### src/rtl/mpu_rx_pkg.sv
package mpu_rx_pkg;
  typedef enum logic [2:0] {
    ST_IDLE  = 3'd0,
    ST_START = 3'd1,
    ST_DATA  = 3'd2,
    ST_NINTH = 3'd3,
    ST_STOP  = 3'd4
  } rx_state_e;
endpackage

### src/rtl/mpu_rx_sync.sv
module mpu_rx_sync #(
  parameter int STAGES = 2
) (
  input  logic clk,
  input  logic rst,
  input  logic d_i,
  output logic q_o
);
  logic [STAGES-1:0] chain;

  always_ff @(posedge clk) begin
    if (rst) chain <= '1;
    else     chain <= {chain[STAGES-2:0], d_i};
  end

  assign q_o = chain[STAGES-1];
endmodule

### src/rtl/mpu_rx_sampler.sv
module mpu_rx_sampler #(
  parameter int OSR = 16
) (
  input  logic clk,
  input  logic rst,
  input  logic tick_i,
  input  logic active_i,
  input  logic rx_i,
  output logic stb_o,
  output logic bit_o
);
  localparam int CW  = $clog2(OSR);
  localparam int MID = OSR / 2;

  logic [CW-1:0] cnt;
  logic [1:0]    vote;

  always_ff @(posedge clk) begin
    if (rst || !active_i) begin
      cnt  <= '0;
      vote <= '0;
    end else if (tick_i) begin
      cnt <= (cnt == CW'(OSR-1)) ? '0 : cnt + 1'b1;
      if (cnt == CW'(MID-1)) vote[0] <= rx_i;
      if (cnt == CW'(MID))   vote[1] <= rx_i;
    end
  end

  assign stb_o = active_i && tick_i && (cnt == CW'(MID+1));
  assign bit_o = (vote[0] & vote[1]) | (vote[0] & rx_i) | (vote[1] & rx_i);


  vote_window_chk: assert property (@(posedge clk) disable iff (rst)
    stb_o |=> !stb_o);
endmodule

### src/rtl/mpu_rx_frame.sv
module mpu_rx_frame
  import mpu_rx_pkg::*;
#(
  parameter int DW = 8
) (
  input  logic          clk,
  input  logic          rst,
  input  logic          tick_i,
  input  logic          rx_i,
  input  logic          nine_mode_i,
  input  logic          stb_i,
  input  logic          bit_i,
  output logic          active_o,
  output logic          done_o,
  output logic [DW-1:0] data_o,
  output logic          b9_o
);
  localparam int IW = (DW > 1) ? $clog2(DW) : 1;

  rx_state_e     state;
  logic [DW-1:0] sh;
  logic [IW-1:0] idx;
  logic          b9;

  always_ff @(posedge clk) begin
    if (rst) begin
      state  <= ST_IDLE;
      sh     <= '0;
      idx    <= '0;
      b9     <= 1'b0;
      done_o <= 1'b0;
    end else begin
      done_o <= 1'b0;
      case (state)
        ST_IDLE: if (tick_i && !rx_i) begin
          state <= ST_START;
          b9    <= 1'b0;
        end
        ST_START: if (stb_i) begin
          idx   <= '0;
          state <= bit_i ? ST_IDLE : ST_DATA;
        end
        ST_DATA: if (stb_i) begin
          sh <= {bit_i, sh[DW-1:1]};
          if (idx == IW'(DW-1)) state <= nine_mode_i ? ST_NINTH : ST_STOP;
          else                  idx   <= idx + 1'b1;
        end
        ST_NINTH: if (stb_i) begin
          b9    <= bit_i;
          state <= ST_STOP;
        end
        ST_STOP: if (stb_i) begin
          done_o <= 1'b1;
          state  <= ST_IDLE;
        end
        default: state <= ST_IDLE;
      endcase
    end
  end

  assign active_o = (state != ST_IDLE);
  assign data_o   = sh;
  assign b9_o     = b9;


  done_pulse_chk: assert property (@(posedge clk) disable iff (rst)
    done_o |=> !done_o);
endmodule

### src/rtl/mp_uart_rx.sv
module mp_uart_rx #(
  parameter int DW     = 8,
  parameter int OSR    = 16,
  parameter int STAGES = 2
) (
  input  logic          clk,
  input  logic          rst,
  input  logic          rx_i,
  input  logic          tick16_i,
  input  logic          nine_mode_i,
  input  logic          filt_en_i,
  input  logic          clr_i,
  output logic [DW-1:0] data_o,
  output logic          bit9_o,
  output logic          irq_o,
  output logic          ovr_o
);
  logic          rx_s, active, stb, bitv, frm_done, frm_b9, accept, busy;
  logic [DW-1:0] frm_data;

  mpu_rx_sync #(.STAGES(STAGES)) u_sync (
    .clk(clk), .rst(rst), .d_i(rx_i), .q_o(rx_s));

  mpu_rx_sampler #(.OSR(OSR)) u_samp (
    .clk(clk), .rst(rst), .tick_i(tick16_i), .active_i(active),
    .rx_i(rx_s), .stb_o(stb), .bit_o(bitv));

  mpu_rx_frame #(.DW(DW)) u_frame (
    .clk(clk), .rst(rst), .tick_i(tick16_i), .rx_i(rx_s),
    .nine_mode_i(nine_mode_i), .stb_i(stb), .bit_i(bitv),
    .active_o(active), .done_o(frm_done), .data_o(frm_data), .b9_o(frm_b9));

  assign accept = frm_done && (!nine_mode_i || !filt_en_i || frm_b9);
  assign busy   = irq_o && !clr_i;

  always_ff @(posedge clk) begin
    if (rst) begin
      data_o <= '0;
      bit9_o <= 1'b0;
      irq_o  <= 1'b0;
      ovr_o  <= 1'b0;
    end else begin
      if (clr_i) begin
        irq_o <= 1'b0;
        ovr_o <= 1'b0;
      end
      if (accept) begin
        if (busy) ovr_o <= 1'b1;
        else begin
          data_o <= frm_data;
          bit9_o <= frm_b9;
          irq_o  <= 1'b1;
        end
      end
    end
  end


  filtered_hold_chk: assert property (@(posedge clk) disable iff (rst)
    (frm_done && nine_mode_i && filt_en_i && !frm_b9) |=> ($stable(data_o) && $stable(bit9_o)));

  addr_flag_chk: assert property (@(posedge clk) disable iff (rst)
    (frm_done && frm_b9 && !irq_o) |=> irq_o);

  byte_mode_chk: assert property (@(posedge clk) disable iff (rst)
    (frm_done && !nine_mode_i) |=> (irq_o || ovr_o));

  overrun_cause_chk: assert property (@(posedge clk) disable iff (rst)
    $rose(ovr_o) |-> $past(irq_o));

  flag_clear_chk: assert property (@(posedge clk) disable iff (rst)
    $fell(irq_o) |-> $past(clr_i));
endmodule

### config.mk
export PLATFORM = sky130hd
export DESIGN_NAME = mp_uart_rx
export DESIGN_NICKNAME = d
export VERILOG_FILES = /design/src/rtl/mpu_rx_pkg.sv /design/src/rtl/mpu_rx_sync.sv /design/src/rtl/mpu_rx_sampler.sv /design/src/rtl/mpu_rx_frame.sv /design/src/rtl/mp_uart_rx.sv
export SDC_FILE = /design/constraint.sdc
export NUM_CORES = 1
export LEC_CHECK = 0
export BUFFER_PORTS_ARGS = -buffer_cell sky130_fd_sc_hd__clkbuf_2
export CAP_MARGIN = 20
export CORE_MARGIN = 10
export CORE_UTILIZATION = 58
export CTS_CLUSTER_DIAMETER = 200
export DETAILED_ROUTE_END_ITERATION = 8
export PLACE_DENSITY = 0.83
export SLEW_MARGIN = 20
export SYNTH_ARGS = -nofsm -noshare
export SYNTH_HDL_FRONTEND = slang
export SYNTH_HIERARCHICAL = 1
export SYNTH_SLANG_ARGS = --single-unit
### constraint.sdc
create_clock -name clk -period 4.5 [get_ports clk]
set_input_delay 0 -clock clk [delete_from_list [all_inputs] [get_ports clk]]
set_output_delay 0 -clock clk [all_outputs]
set_load 0.1 [all_outputs]
## Word-level counts from Yosys, hierarchy flattened

Index checks and enable logic that the tools add are counted.

| word-level totals | value |
|---|---|
| bits in registers | 35 |
| output and inout bits | 11 |
| word-level logic and storage cells | 86 |

| operators by class | value |
|---|---|
| add/subtract/negate cells | 2 |
| equality and inequality tests | 16 |
| multiplexer cells | 23 |
| bitwise operators | 7 |
| reductions and logical operators | 25 |

Operators with widths:

| kind | count |
|---|---|
| two-way mux 3 bit | 9 |
| case mux 3 bit (5 select lines) | 1 |
| == test 4 bit (second input constant) | 3 |
| != test 2 bit (second input constant) | 5 |
| two-way mux 1 bit | 9 |
| AND reduction 2 bit | 4 |
| == test 3 x 2 -> 1 bit (second input constant) | 2 |
| == test 3 bit (second input constant) | 2 |
| case mux 3 bit (2 select lines) | 1 |
| AND reduction 6 bit | 1 |
| logical AND 1 bit | 5 |
| zero test 1 bit | 5 |
| adder 4 x 1 -> 4 bit (second input constant) | 1 |
| == test 4 x 3 -> 1 bit (second input constant) | 1 |
| two-way mux 4 bit | 1 |
| != test 2 x 1 -> 1 bit (second input constant) | 2 |
| AND reduction 4 bit | 1 |
| nonzero test 2 bit | 2 |
| adder 3 x 1 -> 3 bit (second input constant) | 1 |
| AND 1 bit | 3 |
| == test 3 x 1 -> 1 bit (second input constant) | 1 |
| zero test 3 bit | 1 |
| logical OR 1 bit | 3 |
| AND reduction 3 bit | 1 |
| other kinds (6) | 8 |

## Longest topological paths before layout

| depth | value |
|---|---|
| depth after elaboration | 6 |
| depth in mapped cells | 9 |
| gate-level depth less buffers | 7 |

## Cells and area by module

The synthesis kept the hierarchy.

Modules (own cells, without submodules):

| module | times used | cells an instance | area an instance (um^2) | sequential area each (um^2) |
|---|---|---|---|---|
| mpu_rx_frame | 1 | 81 | 765.7 | 320.3 |
| mp_uart_rx | 1 | 48 | 504.2 | 220.2 |
| mpu_rx_sampler | 1 | 36 | 325.3 | 120.1 |
| mpu_rx_sync | 1 | 4 | 52.6 | 40.0 |

## Worst setup path after synthesis

Ideal clock, no wire load.

| timing path | value |
|---|---|
| kind | reg2reg |
| start point | register u_frame.state[2] |
| end point | register u_frame.sh[0] (netlist: u_frame/data_o[0]) |
| library setup time | 0.128 ns |
| data arrival time | 1.500 ns |
| slack | 2.872 ns |
| stages on the path, launching flop included | 10 |
| path buffers | 2 |
| path through | dfxtp_1 -> buf_2 -> nor3_1 -> inv_1 -> nand2_1 -> nor2_1 -> and4bb_2 -> buf_6 -> mux2i_1 -> nor2_1 |

| between the ends | value |
|---|---|
| longest elaborated chain between the ends | 4 |
| elaborated cells on any way between the ends | 5 |

RTL lines:

| item | RTL line | text |
|---|---|---|
| from (decl) | mpu_rx_frame.sv:20 | `rx_state_e state;` |
| from (signal assigned) | mpu_rx_frame.sv:41 | `state <= bit_i ? ST_IDLE : ST_DATA;` |
| from (signal assigned) | mpu_rx_frame.sv:45 | `if (idx == IW'(DW-1)) state <= nine_mode_i ? ST_NINTH : ST_STOP;` |
| nonzero test 3 bit | mpu_rx_frame.sv:61 | `assign active_o = (state != ST_IDLE);` |
| via active | mp_uart_rx.sv:18 | `logic rx_s, active, stb, bitv, frm_done, frm_b9, accept, busy;` |
| logical AND 1 bit (2 in series) | mpu_rx_sampler.sv:29 | `assign stb_o = active_i && tick_i && (cnt == CW'(MID+1));` |
| via stb | mp_uart_rx.sv:18 |  |
| AND reduction 2 bit (no line) | - |  |
| to (signal assigned) | mpu_rx_frame.sv:44 | `sh <= {bit_i, sh[DW-1:1]};` |
| to (decl) | mpu_rx_frame.sv:21 | `logic [DW-1:0] sh;` |

The timed path passes the listed nets, and every way through them passes these cells.
A chain may end at the register's enable or synchronous reset.

## Worst setup path after layout

| timing path | value |
|---|---|
| start point | register u_frame.state[0] |
| end point | register u_frame.idx[0] |

| between the ends | value |
|---|---|
| longest elaborated chain between the ends | 5 |
| elaborated cells on any way between the ends | 11 |

RTL lines:

| item | RTL line | text |
|---|---|---|
| nonzero test 3 bit (*) | mpu_rx_frame.sv:61 |  |
| via active | mp_uart_rx.sv:18 |  |
| logical AND 1 bit (*) (2 in series) | mpu_rx_sampler.sv:29 |  |
| via stb | mp_uart_rx.sv:18 |  |
| != test 2 bit (no line) | - |  |
| AND reduction 4 bit (no line) (*) | - |  |
| to (signal assigned) | mpu_rx_frame.sv:46 | `else idx <= idx + 1'b1;` |
| to (decl) | mpu_rx_frame.sv:22 | `logic [IW-1:0] idx;` |

The timed path passes the listed nets; every way through them passes the cells marked *.

==> out/metrics.yaml <==
placement:
  port_buffers: 17
  place_hpwl_um: 2090
  globalplace.congestion: 0.821
  dpl.cell_count: 208
pwr:
  combPwrFrac_pct: 12.7
  seqPwrFrac_pct: 59.0
  switching_share_pct: 27.8
  irDropWorstVdd_uv: 274
  p_per_area_mw_per_mm2: 323
  p_switching_uw: 159
  p_clk_share_pct: 28.3
  power_uw: 574
  internal_power_uw: 414
  leakage_uw: 0.000657
outcome:
  status: "finished, final reports clean"
clock_network:
  cts.clk_slew.worst_paths_ps: 100
  post_cts_buffers: 0
  root_buffer: "clkbuf_4"
  clock-sinks: 35
  clockBufferDepth: 2
  clock_latency_ps: 330
  cts_tree: "built"
  cts_htree_levels: 2
  cts_buffers: 5
  cts_resized: 0
global_route:
  antenna_found_initial: 0
  grt_max_degree: 37
  grt_pass1_wl_um: 5150
  grt_pass1_vias: 1199
  track_usage_pct: 11.7
  grt_overflow: 0
detailed_routing:
  ant_nets: 0
  met2WireLength_um: 1340
  routedLengthMet1_um: 1330
  totalWireLength_um: 2890
  dr_wl_met3_um: 194
  drt_iter0_drc: 47
  wire_per_inst_um: 13.3
  viasPerCell: 5.56
  num_vias: 1211
  top_layer_used: "met4"
  drc: 0
  firstDrtPassIters: 4
yosys:
  synth_fp_nets: 181
  yosysSeqAreaShare_pct: 42.5
  netlist-cell-type-count: 42
  netlist_area_mm2: 0.00165
  postSynthAreaPerCell_um2: 9.75
  synth_edf_count: 0
  synthArstFlopShare_pct: 0
  synthCells: 169
  synthFlopType: "dfxtp_1"
  yosys_warnings: 6
  synth_seq_cells: 35
timing:
  finalCritPeriodShare_pct: 46.6
  worst_pin_slew_ps: 552
  fmax_mhz: 477
  period_minus_slack_ps: 2100
  fin_hold_ws_ps: 21.3
  hold_viol: 0
  rsz0062_at_grt: "false"
  fin_tns_setup_ps: 0
  slew_headroom_pct: 63.2
  setup_viol: 0
  finClkSkew_ps: 10.0
  slew_viol_final: 0
cells_and_area:
  num_antenna_cells: 0
  final_cell_mix: "dfxtp_1 (35), mux2i_1 (21), nand2b_1 (19)"
  area_growth_pct: 7.82
  nNetsFinal: 198
  drive_gt1_share_pct: 16.0
  nFillCells: 235
  final_common_cell: "dfxtp_1"
  fin_util_pct: 65.0
  final_cells: 218
floorplan:
  die_h_um: 73.3
  initial_core_util_pct: 60.3
  rows: 19
  io_pins: 18
  die_w_um: 73.3
  die_area_mm2: 0.00537
  core_area_mm2: 0.00273
critical_path:
  cp.required_ps: 4740
  crit_type: "flop to flop"
  slowest_stage: "dfxtp_1"
  critical_path.top_delay_family: "simple AND/OR/NAND/NOR gates"
  critPathMaxStageDelay_ps: 570
  critPathBufInv: 1
  cp.arrival_ps: 2330
  worstSetupEndpointType: "flop"
  cp_max_fo: 14
  cp-start-kind: "flop"
  crit_chain: "nor3_1 > inv_1 > nand2_1 > nor2_1 > and4bb_2 > a21oi_1 > a211oi_1"
hold_path:
  hold_path.class: "input port to flop"
run:
  max_cap_viol_count: 0
-- power by group through the flow --
stage / Sequential, uW / Combinational (uW) / Clock, uW
2_1_floorplan: 332 / 77.0 / 0
4_1_cts: 337 / 73.4 / 168
6_report: 338 / 73.1 / 162
3_5_place_dp: 344 / 71.3 / 0
5_1_grt: 342 / 80.4 / 182
3_3_place_gp: 342 / 67.5 / 0
-- area by class of cell --
cell class | instances | area (um2) | share of cell area, %
tap | 31 | 38.8 | 2.18
clock buffer | 6 | 41.3 | 2.32
timing repair buffer | 19 | 105 | 5.92
sequential | 35 | 701 | 39.4
multi-input combinational | 118 | 852 | 48.0
inverter | 7 | 26.3 | 1.48
clock inverter | 2 | 12.5 | 0.704
-- Yosys cell counts, types with 2 or more instances --
cell	number	area share [%]
a21oi_1	4	1.2
a31oi_1	3	1.1
buf_6	4	2.7
clkbuf_1	3	0.68
dfxtp_1	35	43
ha_1	5	3.8
inv_1	6	1.4
mux2i_1	21	13
nand2_1	8	1.8
nand2b_1	19	7.2
nand3_1	3	0.91
nand4_1	2	0.76
nand4b_1	3	1.6
nor2_1	18	4.1
nor3_1	2	0.61
nor3b_1	2	0.91
o21ai_0	2	0.61
o21ai_1	3	0.91
or2_1	2	0.76
or3b_1	2	1.1
-- path summary, 6_finish.rpt --
check	slack [ps]	startpoint	end	cells after the start
min reg2reg	420	u_sync/chain[0]$_SDFF_PP1_	u_sync/chain[1]$_SDFF_PP1_	1
min	20	filt_en_i	irq_o$_SDFF_PP0_	4
max	2400	u_frame/state[0]$_SDFFE_PP0P_	u_frame/idx[0]$_SDFFE_PP0P_	7
max reg2reg	2400	u_frame/state[0]$_SDFFE_PP0P_	u_frame/idx[0]$_SDFFE_PP0P_	7
-- tightest hold or removal path, delay by kind of cell --
family                 cells  cell delay [ps]
and+or+nand+nor            2              150
AOI/OAI and AO/OA          1               60
buffers and inverters      1              100
-- through the flow --
stage	worst slack (ps)	area, um2
6_report	2400	1780
3_5_place_dp	2460	1700
3_3_place_gp	2590	1700
5_1_grt	2210	1780
4_1_cts	2440	1780
2_1_floorplan	2870	1650
-- kinds of logic (layout without fill, tap and decap cells) --
group / count (synthesis) / after routing / synth area share, %
AOI/OAI and AO/OA: 21 / 21 / 8.73
xor gates and xnor gates: 1 / 1 / 0.532
adders and majority gates: 6 / 6 / 4.40
buffers and inverters: 16 / 34 / 5.77
DFF: 35 / 35 / 42.5
muxes: 21 / 21 / 12.8
and+or+nand+nor: 69 / 69 / 25.3
-- per-layer routing --
layer,track usage [%],up-vias
met4,5.59,0
li1,-,627
met5,0,-
met1,13.2,552
met3,3.77,4
met2,19.5,28
-- state kept, by name (all words and copies together), names as in the netlist --
| register | count |
|---|---|
| bit9_o | 1 |
| data_o | 8 |
| irq_o | 1 |
| ovr_o | 1 |
| u_frame/b9_o | 1 |
| u_frame/data_o | 8 |
| u_frame/done_o | 1 |
| u_frame/idx | 3 |
| u_frame/state | 3 |
| u_samp/cnt | 4 |
| u_samp/vote | 2 |
| u_sync/chain | 2 |
-- what timing repair did --
item	4_1_cts	5_1_grt
endpoints found under the setup margin	0	0
hold buffers	2	0
endpoints found under the hold margin	3	0
(Power assumes the default switching activity.)
